==> src/rtl/irqr_pkg.sv <==
package irqr_pkg;
   typedef enum logic {
      TRIG_EDGE  = 1'b0,
      TRIG_LEVEL = 1'b1
   } trig_mode_e;
endpackage

==> src/rtl/irqr_req_latch.sv <==
module irqr_req_latch
   import irqr_pkg::*;
#(
   parameter int LINES = 8
) (
   input  logic             clk,
   input  logic             rst_n,
   input  logic             clr,
   input  logic [LINES-1:0] line_in,
   input  logic [LINES-1:0] trig_sel,
   input  logic [LINES-1:0] drop_req,
   output logic [LINES-1:0] req_q
);
   logic [LINES-1:0] last_q;

   for (genvar i = 0; i < LINES; i++) begin : g_line
      logic req_b, last_b;
      always_ff @(posedge clk or negedge rst_n) begin
         if (!rst_n) begin
            req_b  <= 1'b0;
            last_b <= 1'b0;
         end else if (clr) begin
            req_b  <= 1'b0;
            last_b <= 1'b0;
         end else if (trig_mode_e'(trig_sel[i]) == TRIG_LEVEL) begin
            req_b  <= line_in[i];
            last_b <= line_in[i];
         end else if (line_in[i]) begin
            last_b <= 1'b1;
            if (!last_b)
               req_b <= 1'b1;
            else if (drop_req[i])
               req_b <= 1'b0;
         end else begin
            req_b  <= 1'b0;
            last_b <= 1'b0;
         end
      end
      assign req_q[i]  = req_b;
      assign last_q[i] = last_b;
   end

   // a new edge-mode request needs a low history bit
   assert_edge_needs_rise_R2: assert property (@(posedge clk) disable iff (!rst_n)
      !clr |=> ((req_q & ~$past(req_q) & ~$past(trig_sel) & $past(last_q)) == '0));

   // level-mode requests mirror the sampled input
   assert_level_follows_R3: assert property (@(posedge clk) disable iff (!rst_n)
      !clr |=> (((req_q ^ $past(line_in)) & $past(trig_sel)) == '0));
endmodule

==> src/rtl/irqr_rank.sv <==
module irqr_rank #(
   parameter int LINES = 8,
   parameter int IDXW  = $clog2(LINES)
) (
   input  logic [LINES-1:0] vec,
   input  logic [IDXW-1:0]  base,
   output logic [IDXW:0]    rank,
   output logic [IDXW-1:0]  line,
   output logic             found
);
   logic [LINES-1:0] rot;

   always_comb begin
      for (int r = 0; r < LINES; r++) begin
         logic [IDXW-1:0] idx;
         idx    = IDXW'(r) + base;
         rot[r] = vec[idx];
      end
   end

   always_comb begin
      rank = (IDXW+1)'(LINES);
      for (int r = LINES - 1; r >= 0; r--)
         if (rot[r]) rank = (IDXW+1)'(r);
   end

   assign found = (vec != '0);
   assign line  = rank[IDXW-1:0] + base;
endmodule

==> src/rtl/irq_rotary_resolver.sv <==
module irq_rotary_resolver #(
   parameter int LINES        = 8,
   parameter bit IS_MASTER    = 1'b1,
   parameter int CASCADE_LINE = 2,
   localparam int IDXW        = $clog2(LINES)
) (
   input  logic             clk,
   input  logic             rst_n,
   input  logic             ctl_clear,
   input  logic [LINES-1:0] req_in,
   input  logic             mask_wr,
   input  logic [LINES-1:0] mask_data,
   input  logic             trig_wr,
   input  logic [LINES-1:0] trig_data,
   input  logic             base_wr,
   input  logic [IDXW-1:0]  base_data,
   input  logic             special_mask,
   input  logic             nested_mode,
   input  logic             ack,
   input  logic             eoi,
   input  logic             eoi_rotate,
   output logic             pend_valid,
   output logic [IDXW-1:0]  pend_irq
);
   if (LINES < 2 || (LINES & (LINES - 1)) != 0) begin : g_bad_lines
      $error("LINES must be a power of two of at least 2");
   end
   if (CASCADE_LINE < 0 || CASCADE_LINE >= LINES) begin : g_bad_cascade
      $error("CASCADE_LINE must name one of the request lines");
   end

   logic [LINES-1:0] mask_q, trig_q, isr_q, irr, cand, isr_eff, drop_req, casc_bit;
   logic [IDXW-1:0]  base_q, cand_line, cur_line, eoi_line;
   logic [IDXW:0]    cand_rank, cur_rank, eoi_rank;
   logic             cand_found, cur_found, eoi_found, fire;

   // cascade exclusion exists only on a master instance
   if (IS_MASTER) begin : g_master
      assign casc_bit = LINES'(1) << CASCADE_LINE;
   end else begin : g_slave
      assign casc_bit = '0;
   end

   assign cand    = irr & ~mask_q;
   assign isr_eff = isr_q & ~(special_mask ? mask_q : '0) & ~(nested_mode ? casc_bit : '0);

   irqr_rank #(.LINES(LINES), .IDXW(IDXW)) u_cand (
      .vec(cand), .base(base_q), .rank(cand_rank), .line(cand_line), .found(cand_found));
   irqr_rank #(.LINES(LINES), .IDXW(IDXW)) u_cur (
      .vec(isr_eff), .base(base_q), .rank(cur_rank), .line(cur_line), .found(cur_found));
   irqr_rank #(.LINES(LINES), .IDXW(IDXW)) u_eoi (
      .vec(isr_q), .base(base_q), .rank(eoi_rank), .line(eoi_line), .found(eoi_found));

   assign pend_valid = cand_found && (cand_rank < cur_rank);
   assign pend_irq   = cand_line;
   assign fire       = ack && pend_valid;
   assign drop_req   = fire ? ((LINES'(1) << pend_irq) & ~trig_q) : '0;

   irqr_req_latch #(.LINES(LINES)) u_latch (
      .clk(clk), .rst_n(rst_n), .clr(ctl_clear), .line_in(req_in),
      .trig_sel(trig_q), .drop_req(drop_req), .req_q(irr));

   always_ff @(posedge clk or negedge rst_n) begin
      if (!rst_n)       trig_q <= '0;
      else if (trig_wr) trig_q <= trig_data;
   end

   always_ff @(posedge clk or negedge rst_n) begin
      if (!rst_n) begin
         mask_q <= '0;
         isr_q  <= '0;
         base_q <= '0;
      end else if (ctl_clear) begin
         mask_q <= '0;
         isr_q  <= '0;
         base_q <= '0;
      end else begin
         if (mask_wr) mask_q <= mask_data;
         if (fire) begin
            isr_q[pend_irq] <= 1'b1;
         end else if (eoi && eoi_found) begin
            isr_q[eoi_line] <= 1'b0;
            if (eoi_rotate) base_q <= eoi_line + IDXW'(1);
         end
         if (base_wr) base_q <= base_data;
      end
   end

   // the reported line is requesting and unmasked
   assert_report_unmasked_R4: assert property (@(posedge clk) disable iff (!rst_n)
      pend_valid |-> (!mask_q[pend_irq] && irr[pend_irq]));

   // the reported line is never one that already counts as in service
   assert_not_in_service_R6: assert property (@(posedge clk) disable iff (!rst_n)
      pend_valid |-> !isr_eff[pend_irq]);

   // an accepted acknowledge puts the reported line in service
   assert_ack_sets_service_R7: assert property (@(posedge clk) disable iff (!rst_n)
      (fire && !ctl_clear) |=> isr_q[$past(pend_irq)]);

   // a rotating end of interrupt moves the base behind the retired line
   assert_eoi_rotates_R8: assert property (@(posedge clk) disable iff (!rst_n)
      (eoi && eoi_rotate && !ack && !base_wr && !ctl_clear && eoi_found)
         |=> (base_q == $past(eoi_line) + IDXW'(1)));
endmodule

==> config.mk <==
export PLATFORM = sky130hd
export DESIGN_NAME = irq_rotary_resolver
export DESIGN_NICKNAME = d
export VERILOG_FILES = /design/src/rtl/irqr_pkg.sv /design/src/rtl/irqr_req_latch.sv /design/src/rtl/irqr_rank.sv /design/src/rtl/irq_rotary_resolver.sv
export SDC_FILE = /design/constraint.sdc
export NUM_CORES = 1
export LEC_CHECK = 0
export ABC_AREA = 0
export CELL_PAD_IN_SITES_DETAIL_PLACEMENT = 1
export CELL_PAD_IN_SITES_GLOBAL_PLACEMENT = 1
export CORE_ASPECT_RATIO = 0.8
export CORE_MARGIN = 5
export CORE_UTILIZATION = 40
export DETAILED_ROUTE_END_ITERATION = 8
export PLACE_DENSITY = 0.71
export SETUP_SLACK_MARGIN = 0.05
export SKIP_CTS_REPAIR_TIMING = 1
export SLEW_MARGIN = 40
export SYNTH_ARGS = -nofsm -noshare
export SYNTH_HDL_FRONTEND = slang
export SYNTH_SLANG_ARGS = --single-unit
==> constraint.sdc <==
create_clock -name clk -period 6.5 [get_ports clk]
set_input_delay 1.3 -clock clk [delete_from_list [all_inputs] [get_ports clk]]
set_output_delay 1.3 -clock clk [all_outputs]
set_load 0.005 [all_outputs]
==> results of run 1 <==
[worst max path at each step]
stage                       endpoint  slack [ns]  depth (start not counted)
final                     pend_valid        0.37                         14
after global routing      pend_valid        0.18                         14
after CTS                 pend_valid       -0.03                         14
after detailed placement  pend_valid       -0.02                         14
after global placement    pend_valid        0.22                         14
after floorplan           pend_valid        1.48                         11
[stage by stage]
stage                     instances  power, uW  setup slack, ns
after global routing            491       2236           0.1760
after CTS                       486       1971         -0.03041
final                           491       2074           0.3660
after floorplan                 331       1339            1.484
after detailed placement        478       1747         -0.01953
after global placement          478       1706           0.2177
[layout by cell type, fill, tap and decap left out, types with 5 or more instances in the layout]
cell type         n
a211oi_1         12
a21boi_0          8
a41oi_1          16
and2_1            5
buf_4            16
clkbuf_8          5
clkdlybuf4s50_1  39
dfrtp_1          43
ha_1              8
inv_1            24
mux2_2           11
mux2i_1          26
mux4_2           19
nand2_1          23
nand3_1           6
nor2_1           16
nor2b_1          22
o31a_1            8
[cell type report]
class | instances | share of cell area
Inverter | 26 | 0.02403
Sequential cell | 43 | 0.2583
Tap cell | 112 | 0.03364
Clock inverter | 3 | 0.01111
Timing Repair Buffer | 56 | 0.1238
Multi-Input combinational cell | 246 | 0.5326
Clock buffer | 5 | 0.01652
[registers in the layout, indices dropped and copies added (netlist names)]
name,count
trig_q,8
base_q,3
mask_q,8
u_latch.g_line.req_b,8
isr_q,8
u_latch.g_line.last_b,8
[per-layer routing]
layer  share of wire  up-vias  GRT usage
met5               0        -          0
met4          0.0035        0    0.02473
met3           0.060        4    0.02911
met2            0.47       70     0.3009
met1            0.47     1465     0.2781
li1                -     1346          -
[logic make-up after synthesis]
kind of cell,after synthesis
and+or+nand+nor,96
AOI/OAI and AO/OA,72
muxes,58
DFF,43
buffers and inverters,42
xor gates and xnor gates,10
adders and majority gates,10
[power by group]
part | switching, uW | internal, uW
combinational | 828 | 670
clock | 98.9 | 116
sequential | 59.1 | 302
total | 986 | 1090
==> results.md, run 1 <==
- Run status: finished, final reports clean
- CP endpoint kind: output port
- Hold Path Origin: trig_q[1]$_DFFE_PN0P_
- GRT Overall Usage: 0.1892
- Yosys top cell by area: dfrtp_1
- Critical Path AT: 4.83 ns
- Post-synth EDFFs: 0
- WHS Endpoint: u_latch.g_line[1].req_b$_DFFE_PN0P_
- CTS Sinks: 43
- Synth cell types: 56
- Die W: 114.4 um
- FF-to-FF path depth: 13
- Static leakage: 0.001737 uW
- Max Slew Vio Count: 0
- Area after DPL: 4013 um^2
- WL final: 9.768 mm
- Number of max-cap violations: 0
- CTS HTree Levels: 2
- CP startpoint: special_mask
- DP Wirelength: 7.751 mm
- CTS clk-pin slew, worst paths: 0.09 ns
- N_diodes: 0
- Filler Cells Inserted: 967
- R2r setup slk: 2.05 ns
- RSZ-0062 raised after global routing: no
- Final instance area: 4165 um^2
- Fin util: 0.4910
- Mux contribution to synthesized area: 0.2431
- Post-Syn Area: ~3500 um^2
- Synth-to-Final Area Change: 19.36%
- Crit path buf inv count: 3
- Worst path cell trace: clkdlybuf4s50_1, a21boi_0, mux4_2, mux2i_1, and2_1, nand2_1, nand3_1, nand3_1, ha_1, nand2b_1, o31ai_4, nand2_1, inv_1, clkdlybuf4s50_1
- Period utilisation layout: 0.9437
- Die height: 93.54 um
- Worst r2r dst: u_latch.g_line[1].req_b$_DFFE_PN0P_
- Reg2reg start: base_q[0]$_DFFE_PN0P_
- Share of post-route cells with drive strength above 1: 0.1794
- Hold depth: 1
- 1st-iter DRT viols: 198
- Inserted Clock Buffers: 5
- CP Class: in -> out
- CP max stage delay: 0.60 ns
- Main combinational cell family by area after synthesis: multiplexers
- Cell Pwr Density: 497.9 nW/um^2
- FP Rows: 30
- Clk_skew: around 0.009 ns
- Yosys warns: 0
- Ys flop type: dfrtp_1
- Final Hold Slack: 0.5104 ns
- Fmax: 163.0 MHz
- Synth Area in Simple Gates: 0.1517
- CTS Buffer Depth: 2
- Clock tree from TritonCTS: yes
- Global-route wire length before repair: about 16 mm
- WL/cell: slightly below 20 um
- Vias in the first global route: 3,024
- Avg Cell Area, Syn: around 11 um^2
- Gate Count Post-Synth: 331
- Top cells by area, synth: dfrtp_1 31%, mux4_2 12%, mux2i_1 7.5%
- Initial DRT Pass Iterations: 4
- Crit-path leading delay family: buffers and inverters
- Vias after detailed routing: 2,885
- Post-synth ARST share: 1.000
- DRC viols: 0
- Antenna Nets Post-Route: 0
- Relative slew slack: 0.5711
- Max rail drop VDD: 0.1914 mV
- WP data required: about 5.2 ns
- Clock root cell: clkbuf_8
- Die Area: 10,700 um^2
- Tmin final: 6.134 ns
- Ports: 42
- Seq/Total Area, Yosys: 0.3084
- Worst-Margin Slew: 0.6420 ns
- Syn Nets: ~380
- CP Max Fanout: 9
- Routability Congestion: 0.9509
- Finish-stage setup viols: 0
- Initial core utilization: 0.4114
- Post-synthesis compound-gate area fraction: 0.1692
- Congestion Overflow GR: 0
- Avg Vias per Cell: 5.876
- Top post-synthesis cells by count: 43 x dfrtp_1, 26 x mux2i_1, 24 x inv_1
- Hold Fails Final Rpt: 0
- Startpoint types: input pin
- Port Buf Inserts: 41
- Final setup TNS: 0 ns
- # nets final: 426
- Share of the synthesized area in the top cell type: 0.3084
- Slowest-stage cell, CP: clkdlybuf4s50_1
- Multi-input gate area: about 2200 um^2
- Largest net degree at the start of global routing: 44
- Synth Area in Adders: 0.04016
- Most common cell in the netlist: dfrtp_1
- Worst hold path class: reg -> reg
- Reg area: 1076 um^2
- Synthesized flop and latch total: 43
- Clk_lat worst skew: roughly 0.30 ns
- CORE AREA: 8483 um^2
- Synth Area in XOR/XNOR: 0.03155
- Initial antenna violation count: 0
(Power assumes the default switching activity.)
==> run 2, diff against run 1 <==
--- a/config.mk
+++ b/config.mk
@@ -6,13 +6,11 @@
 export NUM_CORES = 1
 export LEC_CHECK = 0
 export ABC_AREA = 0
-export CELL_PAD_IN_SITES_DETAIL_PLACEMENT = 1
-export CELL_PAD_IN_SITES_GLOBAL_PLACEMENT = 1
 export CORE_ASPECT_RATIO = 0.8
 export CORE_MARGIN = 5
 export CORE_UTILIZATION = 40
 export DETAILED_ROUTE_END_ITERATION = 8
-export PLACE_DENSITY = 0.71
+export PLACE_DENSITY = 0.57
 export SETUP_SLACK_MARGIN = 0.05
 export SKIP_CTS_REPAIR_TIMING = 1
 export SLEW_MARGIN = 40
==> run 2 against run 1 <==
Effect of this change: critical path depth shrank 2; worst setup slack lost 0.0024 ns; fmax is essentially flat; clock skew grew 0.0076 ns; critical endpoint unchanged; register-to-register slack lost 0.10 ns.
==> results.md, run 2 (same netlist as run 1, synthesis figures left out) <==
- WL final: 9.327 mm (was 9.768 mm)
- Ports: 42 (unchanged)
- Area after DPL: 3983 um^2 (was 4013 um^2)
- Hold Fails Final Rpt: 0 (unchanged)
- GR Layer Usage met1: 0.2767 (was 0.2781)
- Static leakage: 0.001697 uW (was 0.001737 uW)
- CP max stage delay: 0.62 ns (was 0.60 ns)
- DP Wirelength: 7.127 mm (was 7.751 mm)
- Startpoint types: input pin (unchanged)
- Worst-Margin Slew: 0.6905 ns (was 0.6420 ns)
- Clock tree from TritonCTS: yes (unchanged)
- Die Area: 10,700 um^2 (unchanged)
- Filler Cells Inserted: 819 (was 967)
- GRT Overall Usage: 0.1807 (was 0.1892)
- Initial antenna violation count: 0 (unchanged)
- Max Slew Vio Count: 0 (unchanged)
- Run status: finished, final reports clean (unchanged)
- Most frequent cells in the layout: 43 x dfrtp_1, 39 x clkdlybuf4s50_1, 26 x mux2i_1, 24 x inv_1, 23 x nand2_1 (unchanged)
- WP data required: 5.20 ns (about the same)
- GRT busiest layer: met1 (was met2)
- Internal power: 997.6 uW (was 1087 uW)
- Max rail drop VDD: 0.3188 mV (was 0.1914 mV)
- Reg2reg start: base_q[1]$_DFFE_PN0P_ (was base_q[0]$_DFFE_PN0P_)
- Comb pwr share: 0.701 (was 0.723)
- CTS clk-pin slew, worst paths: 0.08 ns (was 0.09 ns)
- Port Buf Inserts: 41 (unchanged)
- 1st-iter DRT viols: 189 (was 198)
- Relative slew slack: 0.5387 (was 0.5711)
- Switching power total: 959.1 uW (was 986.4 uW)
- CP Class: in -> out (unchanged)
- Initial DRT Pass Iterations: 4 (unchanged)
- Largest net degree at the start of global routing: 44 (unchanged)
- Cell Pwr Density: 477.5 nW/um^2 (was 497.9 nW/um^2)
- CP endpoint kind: output port (unchanged)
- DRC viols: 0 (unchanged)
- Switch share: 0.4902 (was 0.4757)
- Grt met3 use: 0.02587 (was 0.02911)
- CORE AREA: 8483 um^2 (unchanged)
- Synth-to-Final Area Change: 17.43% (was 19.36%)
- Worst hold path class: reg -> reg (unchanged)
- FP Rows: 30 (unchanged)
- N_diodes: 0 (unchanged)
- Clk_lat worst skew: 0.31 ns (was 0.30 ns)
- Inserted Clock Buffers: 5 (unchanged)
- Slowest-stage cell, CP: clkdlybuf4s50_1 (unchanged)
- RSZ-0062 raised after global routing: no (unchanged)
- Avg Vias per Cell: 5.929 (was 5.876)
- Worst r2r dst: u_latch.g_line[2].req_b$_DFFE_PN0P_ (was u_latch.g_line[1].req_b$_DFFE_PN0P_)
- # nets final: 417 (was 426)
- Tmin final: 6.136 ns (was 6.134 ns)
- CP Max Fanout: 8 (was 9)
- Vias in the first global route: 2,846 (was 3,024)
- Clk pwr share: 0.113 (was 0.104)
- Die W: 114.4 um (unchanged)
- Hold depth: 1 (unchanged)
- Commonest non-fill, non-tap cell in the layout: dfrtp_1 (unchanged)
- Final setup TNS: 0 ns (unchanged)
- Non-Filler Instances: 482 (was 491)
- Crit-path leading delay family: buffers and inverters (unchanged)
- FF-to-FF path depth: 12 (was 13)
- Number of max-cap violations: 0 (unchanged)
- CTS Sinks: 43 (unchanged)
- Fmax: 163.0 MHz (about the same)
- Crit path buf inv count: 3 (unchanged)
- Clock root cell: clkbuf_8 (unchanged)
- Congestion Overflow GR: 0 (unchanged)
- Die height: 93.54 um (unchanged)
- Share of post-route cells with drive strength above 1: 0.1595 (was 0.1794)
- Global-route wire length before repair: 15.33 mm (was 16.03 mm)
- Placed cell count: 474 (was 478)
- M2 GR Usage: 0.2728 (was 0.3009)
- Vias after detailed routing: 2,858 (was 2,885)
- Routability Congestion: 0.8349 (was 0.9509)
- Initial core utilization: 0.4114 (unchanged)
- Critical Path AT: 4.84 ns (was 4.83 ns)
- Final instance area: 4098 um^2 (was 4165 um^2)
- CTS HTree Levels: 2 (unchanged)
- Total Power: 1957 uW (was 2074 uW)
- Worst path cell trace: clkdlybuf4s50_1, a21boi_0, mux4_2, nand2_1, a21boi_0, and4_1, nand4_1, ha_1, a211oi_2, nand2_1, inv_1, clkdlybuf4s50_1 (was clkdlybuf4s50_1, a21boi_0, mux4_2, mux2i_1, and2_1, nand2_1, nand3_1, nand3_1, ha_1, nand2b_1, o31ai_4, nand2_1, inv_1, clkdlybuf4s50_1)
- Clk_skew: 0.01681 ns (was 0.009222 ns)
- WHS Endpoint: u_latch.g_line[1].req_b$_DFFE_PN0P_ (unchanged)
- Finish-stage setup viols: 0 (unchanged)
- WL/cell: 19.35 um (was 19.89 um)
- Hold Path Origin: trig_q[1]$_DFFE_PN0P_ (unchanged)
- CTS Buffer Depth: 2 (unchanged)
- Antenna Nets Post-Route: 0 (unchanged)
- R2r setup slk: 1.95 ns (was 2.05 ns)
- Period utilisation layout: 0.9441 (was 0.9437)
- Flop pwr share: 0.186 (was 0.174)
run 2: changes by cell type in the layout (fill, tap and decap cells not counted), sizes merged:
cell | before | now
buf | 17 | 8
run 2: layer usage:
| layer | wire length, um | up-vias |
|---|---|---|
| met2 | 4181 | 92 |
| met4 | 47 | 0 |
| li1 | - | 1331 |
| met3 | 471 | 8 |
| met5 | 0 | - |
| met1 | 4627 | 1427 |
run 2: worst reg2reg max path, cell delays in order, from the launching register on:
cell and delay [ns]:
dfrtp_1 0.39, inv_1 0.29, ha_1 0.31, xor2_1 0.48, mux4_2 0.63, nand3b_1 0.19, o211ai_1 0.26, ha_1 0.25
inv_1 0.05, fa_1 0.49, nor3b_1 0.62, a41oi_1 0.20, o31a_1 0.27
run 2: area by class of cell:
class / count / area [um^2] / area share
Sequential cell: 43 / 1076 / 0.2626
Multi-Input combinational cell: 246 / 2218 / 0.5414
Clock buffer: 5 / 68.82 / 0.01679
Tap cell: 112 / 140.1 / 0.03420
Inverter: 26 / 100.1 / 0.02443
Timing Repair Buffer: 47 / 447.9 / 0.1093
Clock inverter: 3 / 46.29 / 0.01130
run 2: metrics by stage:
stage	utilization	worst slack, ns	hold slack (ns)
after floorplan	-	1.484	0.4722
after global placement	0.4698	0.6356	0.4931
after detailed placement	0.4695	0.4559	0.4933
after CTS	0.4830	0.4316	0.5072
after global routing	0.4830	0.1879	0.5303
final	0.4830	0.3636	0.5053
run 2: how the worst max path moves through the flow:
stage	start	cells past startpoint	end
4_1_cts	special_mask	12	pend_valid
3_3_place_gp	special_mask	12	pend_valid
5_1_grt	special_mask	12	pend_valid
6_report	special_mask	12	pend_valid
3_5_place_dp	special_mask	12	pend_valid
2_1_floorplan	special_mask	11	pend_valid
run 2: power by group through the flow:
stage               Clock, uW  Sequential, uW  Combinational (uW)
global route              234             369                1470
floorplan                   0             337                1000
global placement            0             367                1330
CTS                       223             363                1350
detailed placement          0             368                1340
finish                    220             365                1370
==> run 3, diff against run 2 <==
--- a/config.mk
+++ b/config.mk
@@ -7,7 +7,7 @@
 export LEC_CHECK = 0
 export ABC_AREA = 0
 export CORE_ASPECT_RATIO = 0.8
-export CORE_MARGIN = 5
+export CORE_MARGIN = 8
 export CORE_UTILIZATION = 40
 export DETAILED_ROUTE_END_ITERATION = 8
 export PLACE_DENSITY = 0.57
==> run 3 against run 2 <==
Effect of this change: clock power up 17%; non-clock buffer count up 3; critical path depth up 3.
==> results.md, run 3 (same netlist as run 1, synthesis figures left out) <==
- Run status: finished, final reports clean (unchanged)
- WL/cell: 19.10 um (was 19.35 um)
- Vias in the first global route: 2,874 (was 2,846)
- FF-to-FF path depth: 13 (was 12)
- WL final: 9.264 mm (was 9.327 mm)
- Congestion Overflow GR: 0 (unchanged)
- Critical Path AT: 4.93 ns (was 4.84 ns)
- Cell Pwr Density: 493.4 nW/um^2 (was 477.5 nW/um^2)
- Clk_lat worst skew: 0.30 ns (was 0.31 ns)
- Static leakage: 0.001727 uW (was 0.001697 uW)
- Number of max-cap violations: 0 (unchanged)
- Worst r2r dst: u_latch.g_line[2].req_b$_DFFE_PN0P_ (unchanged)
- CTS clk-pin slew, worst paths: 0.09 ns (was 0.08 ns)
- Worst-Margin Slew: 0.6264 ns (was 0.6905 ns)
- Global-route wire length before repair: 15.40 mm (was 15.33 mm)
- Hold Fails Final Rpt: 0 (unchanged)
- Worst path cell trace: clkdlybuf4s50_1, a21boi_0, mux4_2, mux2i_1, and2_1, nand2_1, nand3_1, nand3_1, ha_1, nand2b_1, o31ai_4, buf_6, nand2_1, inv_1, clkdlybuf4s50_1 (was clkdlybuf4s50_1, a21boi_0, mux4_2, nand2_1, a21boi_0, and4_1, nand4_1, ha_1, a211oi_2, nand2_1, inv_1, clkdlybuf4s50_1)
- FP Rows: 30 (unchanged)
- CTS Sinks: 43 (unchanged)
- GRT Overall Usage: 0.1586 (was 0.1807)
- DRC viols: 0 (unchanged)
- Most frequent cells in the layout: 43 x dfrtp_1, 39 x clkdlybuf4s50_1, 26 x mux2i_1, 24 x inv_1, 23 x nand2_1 (unchanged)
- Final setup TNS: 0 ns (unchanged)
- Routed wl met3: 582 um (was 471 um)
- Hold Path Origin: trig_q[4]$_DFFE_PN0P_ (was trig_q[1]$_DFFE_PN0P_)
- Max rail drop VDD: 0.3673 mV (was 0.3188 mV)
- Fmax: 160.6 MHz (was 163.0 MHz)
- N_diodes: 0 (unchanged)
- Relative slew slack: 0.5824 (was 0.5387)
- Clock root cell: clkbuf_8 (unchanged)
- Initial core utilization: 0.4114 (unchanged)
- CP endpoint kind: output port (unchanged)
- CTS Buffer Depth: 2 (unchanged)
- Initial DRT Pass Iterations: 5 (was 4)
- Inserted Clock Buffers: 5 (unchanged)
- Largest net degree at the start of global routing: 44 (unchanged)
- Synth-to-Final Area Change: 18.90% (was 17.43%)
- WP data required: 5.20 ns (about the same)
- CP max stage delay: 0.62 ns (about the same)
- Clk_skew: 0.009061 ns (was 0.01681 ns)
- Max Slew Vio Count: 0 (unchanged)
- Startpoint types: input pin (unchanged)
- Die height: 99.54 um (was 93.54 um)
- Antenna Nets Post-Route: 0 (unchanged)
- M1 wire length: 4.467 mm (was 4.627 mm)
- DP Wirelength: 7.197 mm (was 7.127 mm)
- 1st-iter DRT viols: 164 (was 189)
- Worst hold path class: reg -> reg (unchanged)
- Slowest-stage cell, CP: clkdlybuf4s50_1 (unchanged)
- Die W: 120.4 um (was 114.4 um)
- Final Hold Slack: 0.5209 ns (was 0.5053 ns)
- Tmin final: 6.228 ns (was 6.136 ns)
- Avg Vias per Cell: 5.773 (was 5.929)
- CP Max Fanout: 17 (was 8)
- # nets final: 420 (was 417)
- Vias after detailed routing: 2,800 (was 2,858)
- CTS HTree Levels: 2 (unchanged)
- Hold depth: 1 (unchanged)
- CORE AREA: 8483 um^2 (unchanged)
- Met2 WL: 4.188 mm (was 4.181 mm)
- Final instance area: 4149 um^2 (was 4098 um^2)
- Commonest non-fill, non-tap cell in the layout: dfrtp_1 (unchanged)
- Reg2reg start: base_q[0]$_DFFE_PN0P_ (was base_q[1]$_DFFE_PN0P_)
- Port Buf Inserts: 41 (unchanged)
- Crit path buf inv count: 4 (was 3)
- Routability Congestion: 0.8203 (was 0.8349)
- Max Used Layer: met4 (unchanged)
- Finish-stage setup viols: 0 (unchanged)
- Ports: 42 (unchanged)
- Die Area: 11,990 um^2 (was 10,700 um^2)
- WHS Endpoint: trig_q[4]$_DFFE_PN0P_ (was u_latch.g_line[1].req_b$_DFFE_PN0P_)
- Clock tree from TritonCTS: yes (unchanged)
- CP Class: in -> out (unchanged)
- Total Power: 2047 uW (was 1957 uW)
- Area after DPL: 3975 um^2 (was 3983 um^2)
- Period utilisation layout: 0.9581 (was 0.9441)
- Share of post-route cells with drive strength above 1: 0.1662 (was 0.1595)
- RSZ-0062 raised after global routing: no (unchanged)
- R2r setup slk: 2.04 ns (was 1.95 ns)
- Initial antenna violation count: 0 (unchanged)
- Crit-path leading delay family: buffers and inverters (unchanged)
## run 3: worst max path at each step
stage / depth (start not counted) / endpoint / slack, ns / from
2_1_floorplan: 11 / pend_valid / 1.48 / special_mask
3_3_place_gp: 14 / pend_valid / 0.17 / special_mask
3_5_place_dp: 14 / pend_valid / 0.07 / special_mask
4_1_cts: 14 / pend_valid / 0.04 / special_mask
5_1_grt: 15 / pend_valid / 0.07 / special_mask
6_report: 15 / pend_valid / 0.27 / special_mask
## run 3: metal layers
layer | up-vias | track usage
li1 | 1335 | -
met1 | 1369 | 0.2310
met2 | 92 | 0.2414
met3 | 4 | 0.03228
met4 | 0 | 0.01916
met5 | - | 0
## run 3: cell type report
cell class | instances | area [um^2]
clock buffers | 5 | 68.82
clock inverters | 3 | 71.32
fillers | 832 | 4334
inverters | 26 | 100.1
multi-input cells | 246 | 2218
flip-flops and latches | 43 | 1076
well taps | 112 | 140.1
repair buffers | 50 | 474.2
## run 3: power breakdown
part	internal, uW	total [uW]	switching (uW)
Combinational	639	1430	787
Sequential	301	364	62.7
Clock	156	257	101
Total	1100	2050	951
## run 3: through the flow
stage | std cells | utilization | setup slack, ns
2_1_floorplan | 331 | - | 1.484
6_report | 485 | 0.4891 | 0.2721
3_5_place_dp | 473 | 0.4686 | 0.07110
4_1_cts | 481 | 0.4851 | 0.04229
3_3_place_gp | 473 | 0.4689 | 0.1656
5_1_grt | 485 | 0.4891 | 0.06913
